[src/rtl/mbic_pkg.sv]
package mbic_pkg;
   typedef enum logic [1:0] {
      OP_INSERT  = 2'd0,
      OP_COMPARE = 2'd1,
      OP_STORE   = 2'd2,
      OP_RSVD    = 2'd3
   } mbic_op_e;

   typedef enum logic [1:0] {
      ST_IDLE = 2'd0,
      ST_ACC  = 2'd1,
      ST_DONE = 2'd2
   } mbic_state_e;

   localparam logic [1:0] CC_ZERO = 2'd0;
   localparam logic [1:0] CC_ONE  = 2'd1;
   localparam logic [1:0] CC_TWO  = 2'd2;
endpackage

[src/rtl/mbic_lane_scan.sv]
module mbic_lane_scan #(
   parameter int LANES = 4,
   localparam int LW = (LANES > 1) ? $clog2(LANES) : 1
) (
   input  logic [LANES-1:0] pend,
   output logic [LW-1:0]    lane_idx,
   output logic [LANES-1:0] rest
);
   always_comb begin
      lane_idx = '0;
      for (int i = 0; i < LANES; i++) begin
         if (pend[i]) lane_idx = LW'(i);
      end
      rest = pend;
      rest[lane_idx] = 1'b0;
   end
endmodule

[src/rtl/mbic_lane_merge.sv]
module mbic_lane_merge #(
   parameter int REG_W  = 64,
   parameter int LANES  = 4,
   parameter int BYTE_W = 8,
   localparam int LW = (LANES > 1) ? $clog2(LANES) : 1,
   localparam int FIELD_W = LANES * BYTE_W
) (
   input  logic [REG_W-1:0]  reg_v,
   input  logic              upper,
   input  logic [LW-1:0]     lane_idx,
   input  logic [BYTE_W-1:0] new_byte,
   output logic [BYTE_W-1:0] lane_byte,
   output logic [REG_W-1:0]  merged
);
   logic [REG_W-1:0]  lane_sel [LANES];
   logic [BYTE_W-1:0] lane_val [LANES];

   for (genvar g = 0; g < LANES; g++) begin : g_lane
      localparam int LO_POS = g * BYTE_W;
      localparam int HI_POS = FIELD_W + g * BYTE_W;
      always_comb begin
         lane_sel[g] = reg_v;
         if (upper) begin
            lane_val[g] = reg_v[HI_POS +: BYTE_W];
            lane_sel[g][HI_POS +: BYTE_W] = new_byte;
         end else begin
            lane_val[g] = reg_v[LO_POS +: BYTE_W];
            lane_sel[g][LO_POS +: BYTE_W] = new_byte;
         end
      end
   end

   always_comb begin
      lane_byte = lane_val[0];
      merged    = lane_sel[0];
      for (int i = 0; i < LANES; i++) begin
         if (lane_idx == LW'(i)) begin
            lane_byte = lane_val[i];
            merged    = lane_sel[i];
         end
      end
   end
endmodule

[src/rtl/mbic_cc_step.sv]
module mbic_cc_step
   import mbic_pkg::*;
#(
   parameter int BYTE_W = 8
) (
   input  mbic_op_e          op,
   input  logic              first,
   input  logic [1:0]        cc_cur,
   input  logic [BYTE_W-1:0] reg_byte,
   input  logic [BYTE_W-1:0] mem_byte,
   output logic [1:0]        cc_next,
   output logic              stop
);
   always_comb begin
      cc_next = cc_cur;
      stop    = 1'b0;
      unique case (op)
         OP_INSERT: begin
            if (first) begin
               if (mem_byte[BYTE_W-1])   cc_next = CC_ONE;
               else if (mem_byte != '0) cc_next = CC_TWO;
               else                     cc_next = CC_ZERO;
            end else if (cc_cur == CC_ZERO && mem_byte != '0) begin
               cc_next = CC_TWO;
            end
         end
         OP_COMPARE: begin
            if (reg_byte < mem_byte) begin
               cc_next = CC_ONE;
               stop    = 1'b1;
            end else if (reg_byte > mem_byte) begin
               cc_next = CC_TWO;
               stop    = 1'b1;
            end
         end
         default: begin
            cc_next = cc_cur;
         end
      endcase
   end
endmodule

[src/rtl/mbic_unit.sv]
module mbic_unit
   import mbic_pkg::*;
#(
   parameter int REG_W        = 64,
   parameter int LANES        = 4,
   parameter int BYTE_W       = 8,
   parameter int ADDR_W       = 16,
   parameter bit HIGH_HALF_EN = 1'b1,
   localparam int LW = (LANES > 1) ? $clog2(LANES) : 1,
   localparam int FIELD_W = LANES * BYTE_W
) (
   input  logic              clk,
   input  logic              rst_n,
   input  logic              start,
   input  logic [1:0]        op,
   input  logic              high_half,
   input  logic [LANES-1:0]  mask,
   input  logic [REG_W-1:0]  reg_in,
   input  logic [ADDR_W-1:0] addr_in,
   output logic [REG_W-1:0]  reg_out,
   output logic [1:0]        cc,
   output logic              done,
   output logic              mem_req,
   output logic              mem_we,
   output logic [ADDR_W-1:0] mem_addr,
   output logic [BYTE_W-1:0] mem_wdata,
   input  logic [BYTE_W-1:0] mem_rdata,
   input  logic              mem_valid
);
   if (HIGH_HALF_EN && REG_W < 2 * FIELD_W) begin : g_chk_hi
      $error("register too narrow for the high-half lanes");
   end
   if (REG_W < FIELD_W) begin : g_chk_lo
      $error("register narrower than the lane field");
   end
   if (BYTE_W < 1 || LANES < 1) begin : g_chk_sz
      $error("lane geometry must be positive");
   end

   mbic_state_e       state_q;
   mbic_op_e          op_q;
   logic              hh_q;
   logic [LANES-1:0]  pend_q;
   logic [ADDR_W-1:0] addr_q;
   logic [REG_W-1:0]  reg_q;
   logic [1:0]        cc_q;
   logic              first_q;

   logic [LW-1:0]     lane_idx;
   logic [LANES-1:0]  rest;
   logic [BYTE_W-1:0] reg_byte;
   logic [REG_W-1:0]  merged;
   logic [1:0]        cc_next;
   logic              stop;
   logic              upper_sel;
   logic              accept;
   logic              step;

   if (HIGH_HALF_EN) begin : g_hi
      assign upper_sel = hh_q;
   end else begin : g_lo
      assign upper_sel = 1'b0;
   end

   mbic_lane_scan #(.LANES(LANES)) u_scan (
      .pend     (pend_q),
      .lane_idx (lane_idx),
      .rest     (rest)
   );

   mbic_lane_merge #(.REG_W(REG_W), .LANES(LANES), .BYTE_W(BYTE_W)) u_merge (
      .reg_v     (reg_q),
      .upper     (upper_sel),
      .lane_idx  (lane_idx),
      .new_byte  (mem_rdata),
      .lane_byte (reg_byte),
      .merged    (merged)
   );

   mbic_cc_step #(.BYTE_W(BYTE_W)) u_cc (
      .op       (op_q),
      .first    (first_q),
      .cc_cur   (cc_q),
      .reg_byte (reg_byte),
      .mem_byte (mem_rdata),
      .cc_next  (cc_next),
      .stop     (stop)
   );

   assign accept = (state_q == ST_IDLE) && start && (op != 2'(OP_RSVD));
   assign step   = (state_q == ST_ACC) && mem_valid;

   always_ff @(posedge clk) begin
      if (!rst_n) begin
         state_q <= ST_IDLE;
         op_q    <= OP_INSERT;
         hh_q    <= 1'b0;
         pend_q  <= '0;
         addr_q  <= '0;
         reg_q   <= '0;
         cc_q    <= CC_ZERO;
         first_q <= 1'b0;
      end else begin
         unique case (state_q)
            ST_IDLE: begin
               if (accept) begin
                  op_q    <= mbic_op_e'(op);
                  hh_q    <= high_half;
                  pend_q  <= mask;
                  addr_q  <= addr_in;
                  reg_q   <= reg_in;
                  cc_q    <= CC_ZERO;
                  first_q <= 1'b1;
                  state_q <= (mask == '0) ? ST_DONE : ST_ACC;
               end
            end
            ST_ACC: begin
               if (step) begin
                  if (op_q == OP_INSERT) reg_q <= merged;
                  cc_q    <= cc_next;
                  first_q <= 1'b0;
                  pend_q  <= rest;
                  addr_q  <= addr_q + 1'b1;
                  if (stop || rest == '0) state_q <= ST_DONE;
               end
            end
            default: begin
               state_q <= ST_IDLE;
            end
         endcase
      end
   end

   assign reg_out   = reg_q;
   assign cc        = cc_q;
   assign done      = (state_q == ST_DONE);
   assign mem_req   = (state_q == ST_ACC);
   assign mem_we    = (op_q == OP_STORE);
   assign mem_addr  = addr_q;
   assign mem_wdata = reg_byte;

   // done is a single-cycle pulse
   a_r8_done_pulse: assert property (@(posedge clk) disable iff (!rst_n)
      done |=> !done);

   // a waiting request keeps address, direction and data steady
   a_r8_req_hold: assert property (@(posedge clk) disable iff (!rst_n)
      (mem_req && !mem_valid) |=> (mem_req && $stable(mem_addr) && $stable(mem_we) && $stable(mem_wdata)));

   // the next request uses the following address
   a_r2_addr_step: assert property (@(posedge clk) disable iff (!rst_n)
      (mem_req && mem_valid) |=> (!mem_req || mem_addr == $past(mem_addr) + 1'b1));

   // store never alters the register
   a_r6_store_keeps_reg: assert property (@(posedge clk) disable iff (!rst_n)
      (mem_req && mem_we) |=> $stable(reg_out));

   // start while busy does not reload the register
   a_r9_busy_ignore: assert property (@(posedge clk) disable iff (!rst_n)
      (mem_req && !mem_valid && start) |=> $stable(reg_out));

   // nothing is requested and nothing completes right after reset
   a_r10_reset_quiet: assert property (@(posedge clk)
      !rst_n |=> (!done && !mem_req));
endmodule

[config.mk]
export PLATFORM = sky130hd
export DESIGN_NAME = mbic_unit
export DESIGN_NICKNAME = d
export VERILOG_FILES = /design/src/rtl/mbic_pkg.sv /design/src/rtl/mbic_lane_scan.sv /design/src/rtl/mbic_lane_merge.sv /design/src/rtl/mbic_cc_step.sv /design/src/rtl/mbic_unit.sv
export SDC_FILE = /design/constraint.sdc
export NUM_CORES = 1
export LEC_CHECK = 0
export BUFFER_PORTS_ARGS = -buffer_cell sky130_fd_sc_hd__buf_2
export CAP_MARGIN = 20
export CORE_AREA = 4 4 111 113
export CTS_BUF_LIST = sky130_fd_sc_hd__clkbuf_16
export DETAILED_ROUTE_END_ITERATION = 6
export DIE_AREA = 0 0 115 117
export PLACE_DENSITY = 0.84
export REMOVE_ABC_BUFFERS = 1
export SLEW_MARGIN = 20
export SYNTH_ARGS = -nofsm -noshare
export SYNTH_HDL_FRONTEND = slang
export SYNTH_HIERARCHICAL = 1
export SYNTH_SLANG_ARGS = --single-unit
[constraint.sdc]
create_clock -name clk -period 8.7 [get_ports clk]
set_input_delay 2.175 -clock clk [delete_from_list [all_inputs] [get_ports clk]]
set_output_delay 2.175 -clock clk [all_outputs]
set_load 0.01 [all_outputs]
# After elaboration in Yosys (flattened, before gate mapping)
# Index checks and enable logic that the tools add are counted.
[word_totals]
elab_cells = 118
reg_bits = 92
inputBits = 99
out_inout_bits = 93
[classes]
reduce_logical = 25
n_eq_ne = 23
bitwise_logic = 2
addsub = 1
mux = 48
magnitude_cmp = 4
[op_table]
columns = ["operator", "n"]
rows = [
  ["$mux 64", 4],
  ["$pmux 64 s2", 1],
  ["$mux 8", 9],
  ["$mux 56", 1],
  ["$mux 48", 1],
  ["$mux 16", 2],
  ["$pmux 16 s2", 1],
  ["$reduce_and 8->1", 4],
  ["$mux 2", 14],
  ["$reduce_and 6->1", 3],
  ["$add 16x1->16 const B", 1],
  ["$ne 2x1->1 const B", 7],
  ["$reduce_and 7->1", 2],
  ["$ne 2x2->1 const B", 6],
  ["$pmux 2 s2", 3],
  ["$eq 2x2->1 const B", 4],
  ["$gt 8x8->1", 1],
  ["$logic_not 4->1", 2],
  ["$lt 8x8->1", 1],
  ["$mux 4", 2],
  ["$pmux 4 s2", 1],
  ["$reduce_bool 8->1", 1],
  ["$mux 1", 7],
  ["$eq 2x1->1 const B", 3],
  ["other kinds (15)", 22],
]

# Depth between registers and ports, before layout
# Gate-level depths: netlist (run 1).
[depth]
word_depth = 15
depth_mapped = 16
depth_no_buf = 14

# Cells and area by module
# The synthesis (run 1) kept the hierarchy.
[modules_own_cells]
columns = ["module", "cells_per_inst", "seq_area_each_um2", "n_inst", "area_each_um2"]
rows = [
  ["mbic_unit", 576, 1841.8, 1, 4555.6],
  ["mbic_lane_merge", 104, 0.0, 1, 1355.0],
  ["mbic_cc_step", 45, 0.0, 1, 324.1],
  ["mbic_lane_scan", 8, 0.0, 1, 51.3],
]

# Worst setup path before layout (run 1)
# Ideal clock, no wire load.
[synth_path]
path_type = "register to output"
startpoint = "register pend_q[2]"
endpoint = "output mem_wdata[0]"
t_arrival_ns = 1.565
slack_ns = 4.960
stages_incl_launch_ff = 7
required_ns = 6.525
path_buffers = 2
path_cell_list = "dfxtp_1 inv_1 a21o_1 buf_6 buf_12 mux4_1 mux2_2"
[synth_between]
elab_chain_cells = 6
elab_cells_between_ends = 8
cone_classes = "eq/ne: 3; mux: 5"
[synth_rtl]
columns = ["item", "line_no", "source"]
rows = [
  ["start, declared", "mbic_unit.sv:43", "logic [LANES-1:0] pend_q;"],
  ["start signal, assigned", "mbic_unit.sv:109", "pend_q <= mask;"],
  ["start signal, assigned", "mbic_unit.sv:122", "pend_q <= rest;"],
  ["$mux 2 (*) (2 in series)", "mbic_lane_scan.sv:12", "if (pend[i]) lane_idx = LW'(i);"],
  ["net lane_idx[0]", "mbic_unit.sv:49", "logic [LW-1:0] lane_idx;"],
  ["$eq 2x1->1", "mbic_lane_merge.sv:37", "if (lane_idx == LW'(i)) begin"],
  ["$mux 8 (2 in series)", "mbic_lane_merge.sv:37", ""],
  ["$mux 8 (*)", "mbic_lane_merge.sv:37", ""],
  ["end, declared", "mbic_unit.sv:26", "output logic [BYTE_W-1:0] mem_wdata,"],
]
# The timed path passes the listed nets; every way through them passes the cells marked *.

# Worst setup path in the final report (run 1)
[layout_path]
startpoint = "register state_q[0]"
endpoint = "output mem_req"
[layout_between]
elab_chain_cells = 1
[layout_rtl]
columns = ["item", "line_no", "source"]
rows = [
  ["start, declared", "mbic_unit.sv:40", "mbic_state_e state_q;"],
  ["start signal, assigned", "mbic_unit.sv:114", "state_q <= (mask == '0) ? ST_DONE : ST_ACC;"],
  ["$eq 2x1->1", "mbic_unit.sv:137", "assign mem_req = (state_q == ST_ACC);"],
  ["end, declared", "mbic_unit.sv:23", "output logic mem_req,"],
]
# No other way between the ends.

==> results of run 1 <==
[metrics by stage]
stage	power, uW	area (um2)
finish	1420	7380
global placement	1070	7150
detailed placement	1080	7150
floorplan	893	5920
global route	1510	7380
CTS	1430	7380
[metal layers]
metal	share of wire, %	GRT usage [%]	up-vias
met3	10	5.45	37
met4	2.5	10.8	0
met2	45	43.9	334
met1	42	37.5	2985
met5	0	0	-
li1	-	-	3032
[synthesized netlist by cell type (3+ instances only)]
library cell and n:
o31a_1 3, mux4_1 3, dfxtp_1 92, buf_2 25
clkbuf_1 18, nor4_1 5, and4_1 5, nor2_1 17
nand4_1 27, ha_1 9, a311oi_1 50, inv_1 12
mux4_2 13, buf_6 3, nand3b_1 4, a21oi_1 70
o21ai_0 16, and2_1 10, o211a_1 21, mux2_2 72
nand3_1 14, nand2_1 158, nor3b_4 3, nor3_1 6
nand2b_1 6, buf_4 15, a22oi_1 3, nor2b_1 4
[flip-flops by register name, summed over array words and instances (netlist names)]
| name | flops |
|---|---|
| mem_addr | 16 |
| first_q | 1 |
| pend_q | 4 |
| hh_q | 1 |
| cc | 2 |
| op_q | 2 |
| reg_out | 64 |
| state_q | 2 |
[area by class of cell]
class                   count  area share, %
well taps                 143           2.42
repair buffers            199           13.8
flip-flops and latches     92           24.9
inverters                  14          0.729
multi-input cells         563           54.9
clock buffers               9           3.05
clock inverters             3          0.152
[critical path: stages (launching register included)]
cell      delay, ns
dfxtp_1        0.62
nand2b_4       0.42
inv_2          0.12
buf_4          0.67
buf_2          0.27
[power breakdown]
| part | internal (uW) | leakage (uW) | total (uW) | switching (uW) |
|---|---|---|---|---|
| clock network | 184 | 0.000123 | 343 | 158 |
| logic | 246 | 0.00254 | 541 | 295 |
| registers | 477 | 0.000760 | 539 | 62.0 |
| total | 907 | 0.00343 | 1420 | 515 |
[layout by cell type (no fill, tap or decap), types with 4 or more instances in the layout]
cell type,synthesis,layout
buf_2,25,191
nand2_1,158,158
dfxtp_1,92,92
mux2_2,72,72
a21oi_1,70,70
a311oi_1,50,50
nand4_1,27,27
o211a_1,21,21
nor2_1,17,17
o21ai_0,16,15
inv_1,12,14
nand3_1,14,14
mux4_2,13,13
and2_1,10,9
ha_1,9,9
clkbuf_16,0,9
buf_4,15,8
nor3_1,6,6
nor4_1,5,5
nand2b_1,6,5
and4_1,5,5
nor2b_1,4,4
nand3b_1,4,4
[cells by family after synthesis]
group,count (synthesis),synth area share (%)
AO/OA/AOI/OAI,189,21.5
other,1,0.0597
flip-flops,92,29.3
buffers and inverters,78,6.67
AND/OR/NAND/NOR,275,21.7
adder cells (fa/ha/maj),9,1.79
multiplexers,89,19.0
[path summary, 6_finish.rpt]
kind,from,end,cells after the start
worst max-delay path,state_q[0],mem_req,4
worst min-delay path,hh_q,hh_q,2
worst max register to register,pend_q[1],state_q[1],13
worst min register to register,hh_q,hh_q,2
==> reports/results.ini, run 1 <==
[clocking]
cts_tree = done
clk_path_buf_depth = 2
hold_buffers = 0
postCtsSetupBuffers = 0
cts_buffers = 9
htree_levels = 3
clk_pin_slew_ns = 0.06
cts.repair.resized = 0
cts-root-buf = clkbuf_16
clock_latency_ns = 0.35
clock_sinks = 92

[logic_synthesis]
yosys_warnings = 6
syn_area_per_cell_um2 = 8.58
ys.flop_type = dfxtp_1
synth_area_leaders = dfxtp_1 29%, mux2_2 13%, nand2_1 9.4%
synth.distinct_cells = 66
ys_seq_elements = 92
ys_seq_area_share_pct = 29.3
synth_edf_count = 0
synth_top_cell_by_area = dfxtp_1
synthCells = 733
yosys.area.top_type_share_pct = 29.3
syn_area_um2 = 6290
async_reset_ff_share_pct = 0

[grt]
grt_antenna_before_repair = 0
grt_max_degree = 88
grt_pass1_vias = 5882
track_usage_pct = 27.7
grt_overflow = 0
grt_pass1_wl_mm = 30.1

[timing]
tns_ns = 0
max-slew-margin-rel_pct = 36.1
setup_viol = 0
period_minus_slack_ns = 4.69
max_slew.worst_pin.slew_ns = 0.959
fmax_mhz = 213
finClkSkew_ns = 0.00699
rsz0062_at_grt = no
hold_slack_ns = 0.454
timing.final.crit_share_pct = 53.9
setup_slack_ns = 4.01
finalMaxSlewViolations = 0
hold_viol = 0

[critical_path]
required_ns = 6.53
crit_fanout = 82
crit_type = flip-flop to output port
cp.arrival_ns = 2.52
setup.worst_path.start_class = flip-flop
endpoint_kind = output port
reg2reg_slack_ns = 5.12

[floorplan]
die_h_um = 117
die_x_um = 115
die_area_um2 = 13500
row_count = 39
io_pins = 192
core_area_um2 = 11300
start_util_pct = 55.5

[pwr]
leakage_uw = 0.00343
max-vdd-ir-drop_v = 0.000118
power_density_nw_per_um2 = 193

[cells_and_area]
nets = 987
final_util_pct = 65.2
area_delta_synth_final_pct = 17.5
multi_input_area_um2 = 4060
drive_above_1_share_pct = 35.9
num_antenna_cells = 0
num-fill-cells = 1003
fin_cells = 1023
seqCellArea_um2 = 1840

[run_status]
status = finished clean

[route]
drt-wirelength-per-cell_um = 18.6
drcViolationCount = 0
routed-via-count = 6388
drt_iter0_drc = 743
postRouteWirelength_mm = 19.0
vias_per_cell = 6.24
drt-pass1-iter-count = 6
ant_nets = 0

[placement]
place_congestion = 0.871
placedCellCount = 1011
hpwl_mm = 12.4
numPortBuffers = 191
dp_slack_ns = 4.41

[flow_run]
max-cap-violations = 0

[worst_hold_path]
min_path_type = flip-flop to flip-flop

(Power assumes the default switching activity.)
==> run 2, diff against run 1 <==
- CORE_AREA: 4 4 111 113 -> 4 4 121 123
- DIE_AREA: 0 0 115 117 -> 0 0 125 127
- PLACE_DENSITY: 0.84 -> 0.75
- clock period: 8.7 -> 4.2 ns (I/O delays scaled with it)
==> run 2 against run 1 <==
Against the previous run: critical path depth up 1; first-iteration DRC count down 22%; register-to-register slack worse by 4.5 ns; worst setup slack worse by 3.4 ns; sequential power up 110%; non-clock buffer count up 2; count of clock-buffer cells in the layout unchanged; routed wire length up 8.2%; global-route usage down 3.1 points; combinational power up 110%; clock power rose to 2.8 times the previous value; critical path type unchanged; highest routed layer unchanged.
==> reports/results.ini, run 2 (synthesis results as in run 1) <==
[run_status]
status = finished clean

[route]
drt-pass1-iter-count = 5  ; -1
drt-wirelength-per-cell_um = 19.3  ; +3.8%
vias_per_cell = 6.03  ; -3.4%
drt_iter0_drc = 576  ; -22%
drcViolationCount = 0  ; unchanged
postRouteWirelength_mm = 20.6  ; +8.2%
ant_nets = 0  ; unchanged
routed-via-count = 6429  ; +0.64%

[worst_hold_path]
min_path_cells = 2  ; unchanged
hold_start = cc[1]
hold_end = cc[1]
min_path_type = flip-flop to flip-flop

[critical_path]
crit_type = flip-flop to output port
cp_num_buf_inv = 2  ; -1
crit_slowest_cell = mux4_1
setup.worst_path.start_class = flip-flop
ff2ff_path_depth = 14  ; +1
endpoint_kind = output port
cpPeakStageDelay_ns = 0.56  ; -0.11 ns
cpLargestDelayFamily = multiplexers
r2r-end = state_q[1]
reg2reg_slack_ns = 0.60  ; -4.52 ns
crit_fanout = 12  ; -85%
path_cells = a21o_1 -> buf_4 -> mux4_1 -> mux2_2 -> buf_2
required_ns = 3.15  ; -3.38 ns
reg2reg_from = pend_q[1]
cp.arrival_ns = 2.59  ; +0.07 ns

[flow_run]
max-cap-violations = 0  ; unchanged

[cells_and_area]
largest_reg_flops = 64  ; unchanged
num-fill-cells = 1322  ; +32%
area_delta_synth_final_pct = 20.1
nets = 989  ; +0.20%
drive_above_1_share_pct = 36.6  ; +0.66 points
seqCellArea_um2 = 1840  ; unchanged
num_antenna_cells = 0  ; unchanged
multi_input_area_um2 = 4060  ; unchanged
layout_commonest_cell = buf_2
final_cell_mix = 191 x buf_2, 158 x nand2_1, 92 x dfxtp_1

[clocking]
clk_pin_slew_ns = 0.07  ; about the same
cts_tree = done
hold_buffers = 0  ; unchanged
clk_path_buf_depth = 2  ; unchanged
clock_sinks = 92  ; unchanged
postCtsSetupBuffers = 0  ; unchanged
cts_buffers = 9  ; unchanged
htree_levels = 3  ; unchanged
cts-root-buf = clkbuf_16
cts.repair.resized = 0  ; unchanged
clock_latency_ns = 0.35  ; about the same

[grt]
track_usage_pct = 24.6  ; -3.1 points
grt_pass1_wl_mm = 32.1  ; +6.7%
grt_pass1_vias = 6037  ; +2.6%
grt_antenna_before_repair = 0  ; unchanged
grt_overflow = 0  ; unchanged
grt_max_degree = 103  ; +17%

[timing]
max_slew.worst_pin.slew_ns = 0.981  ; +0.0221 ns
finalMaxSlewViolations = 0  ; unchanged
setup_slack_ns = 0.557  ; -3.45 ns
hold_viol = 0  ; unchanged
setup_viol = 0  ; unchanged
fmax_mhz = 275
max-slew-margin-rel_pct = 34.6  ; -1.5 points
timing.final.crit_share_pct = 86.7
finClkSkew_ns = 0.0108  ; +0.00382 ns
rsz0062_at_grt = no
period_minus_slack_ns = 3.64

[pwr]
max-vdd-ir-drop_v = 0.000177  ; +50%
p_seq_share_pct = 35.5  ; -2.4 points
clkPwrFrac_pct = 29.6  ; +5.5 points
swShare_pct = 35.3  ; -0.96 points
power.total_uw = 3210  ; +130%
power_frac_comb_pct = 34.9  ; -3.1 points
cellInternalPower_uw = 2080  ; +130%
switching_power_uw = 1130  ; +120%
leakage_uw = 0.00348  ; +1.4%
power_density_nw_per_um2 = 426  ; +120%

[placement]
numPortBuffers = 191  ; unchanged
place_congestion = 0.850  ; -2.3%
dp_slack_ns = 0.590  ; -3.82 ns
hpwl_mm = 13.9  ; +12%

[floorplan]
die_x_um = 125  ; +8.7%
die_h_um = 127  ; +8.5%
start_util_pct = 46.0  ; -9.5 points
die_area_um2 = 15900  ; +18%
row_count = 43  ; +10%
core_area_um2 = 13700  ; +21%
io_pins = 192  ; unchanged

[run 2: cell count changes in the layout (fill, tap and decap cells not counted), sizes merged]
cell      change
bufinv        +3
buf           +2
inv           -1
clkinvlp      +1
clkinv        +1
[run 2: through the flow]
step / cell area [um2] / utilization, % / hold WS, ns / TNS [ns] / instances
detailed placement: 7210 / 52.7 / 0.497 / 0 / 1050
CTS: 7550 / 55.2 / 0.506 / 0 / 1066
finish: 7550 / 55.2 / 0.512 / 0 / 1066
global placement: 7210 / 52.7 / 0.497 / 0 / 1050
floorplan: 5920 / - / 0.477 / -78.92 / 669
global route: 7550 / 55.2 / 0.535 / 0 / 1066
[run 2: metal layers]
| layer | routed length [um] | part of all wire (%) | vias to the layer above | track usage [%] |
|---|---|---|---|---|
| met3 | 1870 | 9.1 | 35 | 7.15 |
| met4 | 352 | 1.7 | 0 | 5.42 |
| met5 | 0 | 0 | - | 0 |
| met2 | 9720 | 47 | 325 | 41.4 |
| li1 | - | - | 3056 | - |
| met1 | 8650 | 42 | 3013 | 31.5 |
[run 2: worst max path at each step]
| stage | slack, ns | end | from | depth (start not counted) |
|---|---|---|---|---|
| floorplan | -1.26 | reg_out[0] | op_q[1] | 3 |
| global placement | 0.71 | state_q[0] | pend_q[1] | 14 |
| detailed placement | 0.59 | state_q[0] | pend_q[1] | 14 |
| CTS | 0.52 | mem_wdata[0] | pend_q[1] | 5 |
| global route | 0.28 | state_q[1] | pend_q[1] | 14 |
| finish | 0.56 | mem_wdata[0] | pend_q[1] | 5 |
[run 2: final cells by class]
cell class / count / area share, %
flip-flops and latches: 92 / 24.4
repair buffers: 201 / 13.7
clock inverters: 7 / 1.52
well taps: 180 / 2.98
clock buffers: 9 / 2.98
multi-input cells: 563 / 53.8
inverters: 14 / 0.696
[run 2: worst register-to-register path, delay by kind of cell, from the launching register on]
kind | cells | cell delay [ns]
compound gates | 7 | 1.68
mux | 2 | 0.84
buf+inv | 2 | 0.39
flops | 1 | 0.37
fa+ha+maj | 1 | 0.14
simple gates | 2 | 0.11
[run 2: power groups by stage]
stage	registers (uW)	logic (uW)	clock network, uW
after detailed placement	1150	1110	0
after global placement	1150	1090	0
after global routing	1150	1220	998
final	1140	1120	952
after floorplan	1150	696	0
after CTS	1130	1120	966
==> run 3, diff against run 2 <==
--- a/config.mk
+++ b/config.mk
@@ -11,2 +11,3 @@
 export CTS_BUF_LIST = sky130_fd_sc_hd__clkbuf_16
+export CTS_CLUSTER_DIAMETER = 120
 export DETAILED_ROUTE_END_ITERATION = 6
@@ -14,3 +15,2 @@
 export PLACE_DENSITY = 0.75
-export REMOVE_ABC_BUFFERS = 1
 export SLEW_MARGIN = 20
==> constraint.sdc (replaced) <==
create_clock -name clk -period 4.2 [get_ports clk]
set_input_delay 0 -clock clk [delete_from_list [all_inputs] [get_ports clk]]
set_output_delay 0 -clock clk [all_outputs]
set_load 0.01 [all_outputs]
==> run 3 against run 2 <==
Against the previous run: global-route usage rose by 2.1 points; first-iteration DRC count rose by 8.9%; hold slack got worse by 0.51 ns; sequential power barely moved; combinational power rose by 4%; routed wire length rose by 8.3%; maximum frequency barely moved; critical path type is now flip-flop to flip-flop; critical endpoint is now state_q[0]; register-to-register slack got worse by 0.04 ns.
==> reports/results.ini, run 3 (synthesis results as in run 1) <==
[floorplan]
die_area_um2 = 15900  ; unchanged
io_pins = 192  ; unchanged
row_count = 43  ; unchanged
core_area_um2 = 13700  ; unchanged
die_h_um = 127  ; unchanged
die_x_um = 125  ; unchanged
start_util_pct = 46.0  ; unchanged

[placement]
place_congestion = 0.920  ; +8.2%
placedCellCount = 1047  ; -0.29%
numPortBuffers = 191  ; unchanged
hpwl_mm = 14.9  ; +7.0%
dp_slack_ns = 0.576  ; -0.0140 ns

[cells_and_area]
largest_reg_flops = 64  ; unchanged
area_delta_synth_final_pct = 27.9
final_cell_mix = 191 x buf_2, 158 x nand2_1, 92 x dfxtp_1
fin_cells = 1119  ; +5.0%
final_util_pct = 58.8  ; +3.6 points
nets = 1044  ; +5.6%
layout_commonest_cell = buf_2
num_antenna_cells = 0  ; unchanged
drive_above_1_share_pct = 33.9  ; -2.7 points

[grt]
grt_overflow = 0  ; unchanged
grt_pass1_wl_mm = 34.5  ; +7.4%
grt_pass1_vias = 6357  ; +5.3%
grt_max_degree = 103  ; unchanged
grt_antenna_before_repair = 0  ; unchanged
track_usage_pct = 26.7  ; +2.1 points

[clocking]
clock_latency_ns = 0.35  ; about the same
clock_sinks = 92  ; unchanged
clk_path_buf_depth = 2  ; unchanged
cts-root-buf = clkbuf_16
clk_pin_slew_ns = 0.07  ; about the same
cts_buffers = 9  ; unchanged
cts.repair.resized = 0  ; unchanged
postCtsSetupBuffers = 0  ; unchanged
htree_levels = 3  ; unchanged
cts_tree = done
hold_buffers = 58  ; +58

[route]
drt-wirelength-per-cell_um = 19.9  ; +3.1%
ant_nets = 0  ; unchanged
drt-pass1-iter-count = 6  ; +1
drt_iter0_drc = 627  ; +8.9%
drcViolationCount = 0  ; unchanged
vias_per_cell = 6.11  ; +1.3%
postRouteWirelength_mm = 22.3  ; +8.3%
routed-via-count = 6834  ; +6.3%

[pwr]
power_frac_comb_pct = 37.4  ; +2.5 points
cellInternalPower_uw = 1980  ; -4.7%
switching_power_uw = 1120  ; -0.81%
power_density_nw_per_um2 = 386  ; -9.2%
max-vdd-ir-drop_v = 0.000227  ; +28%
swShare_pct = 36.2  ; +0.92 points
leakage_uw = 0.00368  ; +6.0%
p_seq_share_pct = 37.3  ; +1.8 points
clkPwrFrac_pct = 25.3  ; -4.3 points

[timing]
setup_slack_ns = 0.557  ; +0.000212 ns
fmax_mhz = 275  ; about the same
timing.final.crit_share_pct = 86.7  ; about the same
finalMaxSlewViolations = 0  ; unchanged
hold_viol = 0  ; unchanged
setup_viol = 0  ; unchanged
max-slew-margin-rel_pct = 31.9  ; -2.8 points
finClkSkew_ns = 0.0104  ; -0.000390 ns
rsz0062_at_grt = no
tns_ns = 0  ; unchanged
period_minus_slack_ns = 3.64  ; -0.000212 ns
max_slew.worst_pin.slew_ns = 1.02  ; +0.0414 ns

[critical_path]
crit_fanout = 15  ; +3
required_ns = 4.38  ; +1.23 ns
endpoint_kind = flip-flop
setup.worst_path.start_class = flip-flop
crit_type = flip-flop to flip-flop
cp.arrival_ns = 3.82  ; +1.23 ns
reg2reg_slack_ns = 0.56  ; -0.04 ns

[flow_run]
max-cap-violations = 0  ; unchanged

[worst_hold_path]
min_path_type = input pin to flip-flop

[run_status]
status = finished clean

[logic_synthesis]
synth_nets = 841

[run 3: area by class of cell]
type | count | area (um2)
fillers | 1270 | 5630
multi-input cells | 563 | 4060
flip-flops and latches | 92 | 1840
repair buffers | 256 | 1590
clock buffers | 9 | 225
well taps | 180 | 225
inverters | 14 | 53.8
clock inverters | 5 | 47.5
[run 3: power groups by stage]
stage	clock network (uW)	logic, uW	registers, uW
floorplan	0	768	1150
global placement	0	1080	1170
detailed placement	0	1100	1170
CTS	790	1150	1150
global route	822	1260	1170
finish	785	1160	1160
[run 3: path summary, 6_finish.rpt]
path	depth (start not counted)	to	from
max	14	state_q[0]	pend_q[1]
min	4	first_q	mem_valid
max reg2reg	14	state_q[0]	pend_q[1]
min reg2reg	2	pend_q[0]	pend_q[0]
[run 3: critical path, stage by stage, from the launching register on]
cell,delay [ns]
dfxtp_1,0.36
a21o_1,0.45
buf_4,0.37
mux4_1,0.60
mux2_2,0.30
inv_1,0.08
ha_1,0.17
nor2b_1,0.05
o211ai_1,0.15
a21oi_1,0.09
a211o_1,0.32
a21oi_1,0.13
nor2_1,0.06
o221ai_1,0.23
a221oi_1,0.11
[run 3: metrics by stage]
stage | instance area, um2 | total power [uW] | hold slack (ns)
floorplan | 6290 | 1920 | 0.147
CTS | 8040 | 3090 | 0.00202
global route | 8040 | 3250 | 0.0218
finish | 8040 | 3110 | 0.00472
detailed placement | 7190 | 2270 | 0.280
global placement | 7190 | 2250 | 0.276
[run 3: routing by layer]
layer,vias to the layer above,share of wire (%),track usage [%]
met2,390,44,40.2
li1,3153,-,-
met1,3222,42,36.9
met5,-,0,0
met3,69,9.8,5.10
met4,0,4.5,13.3
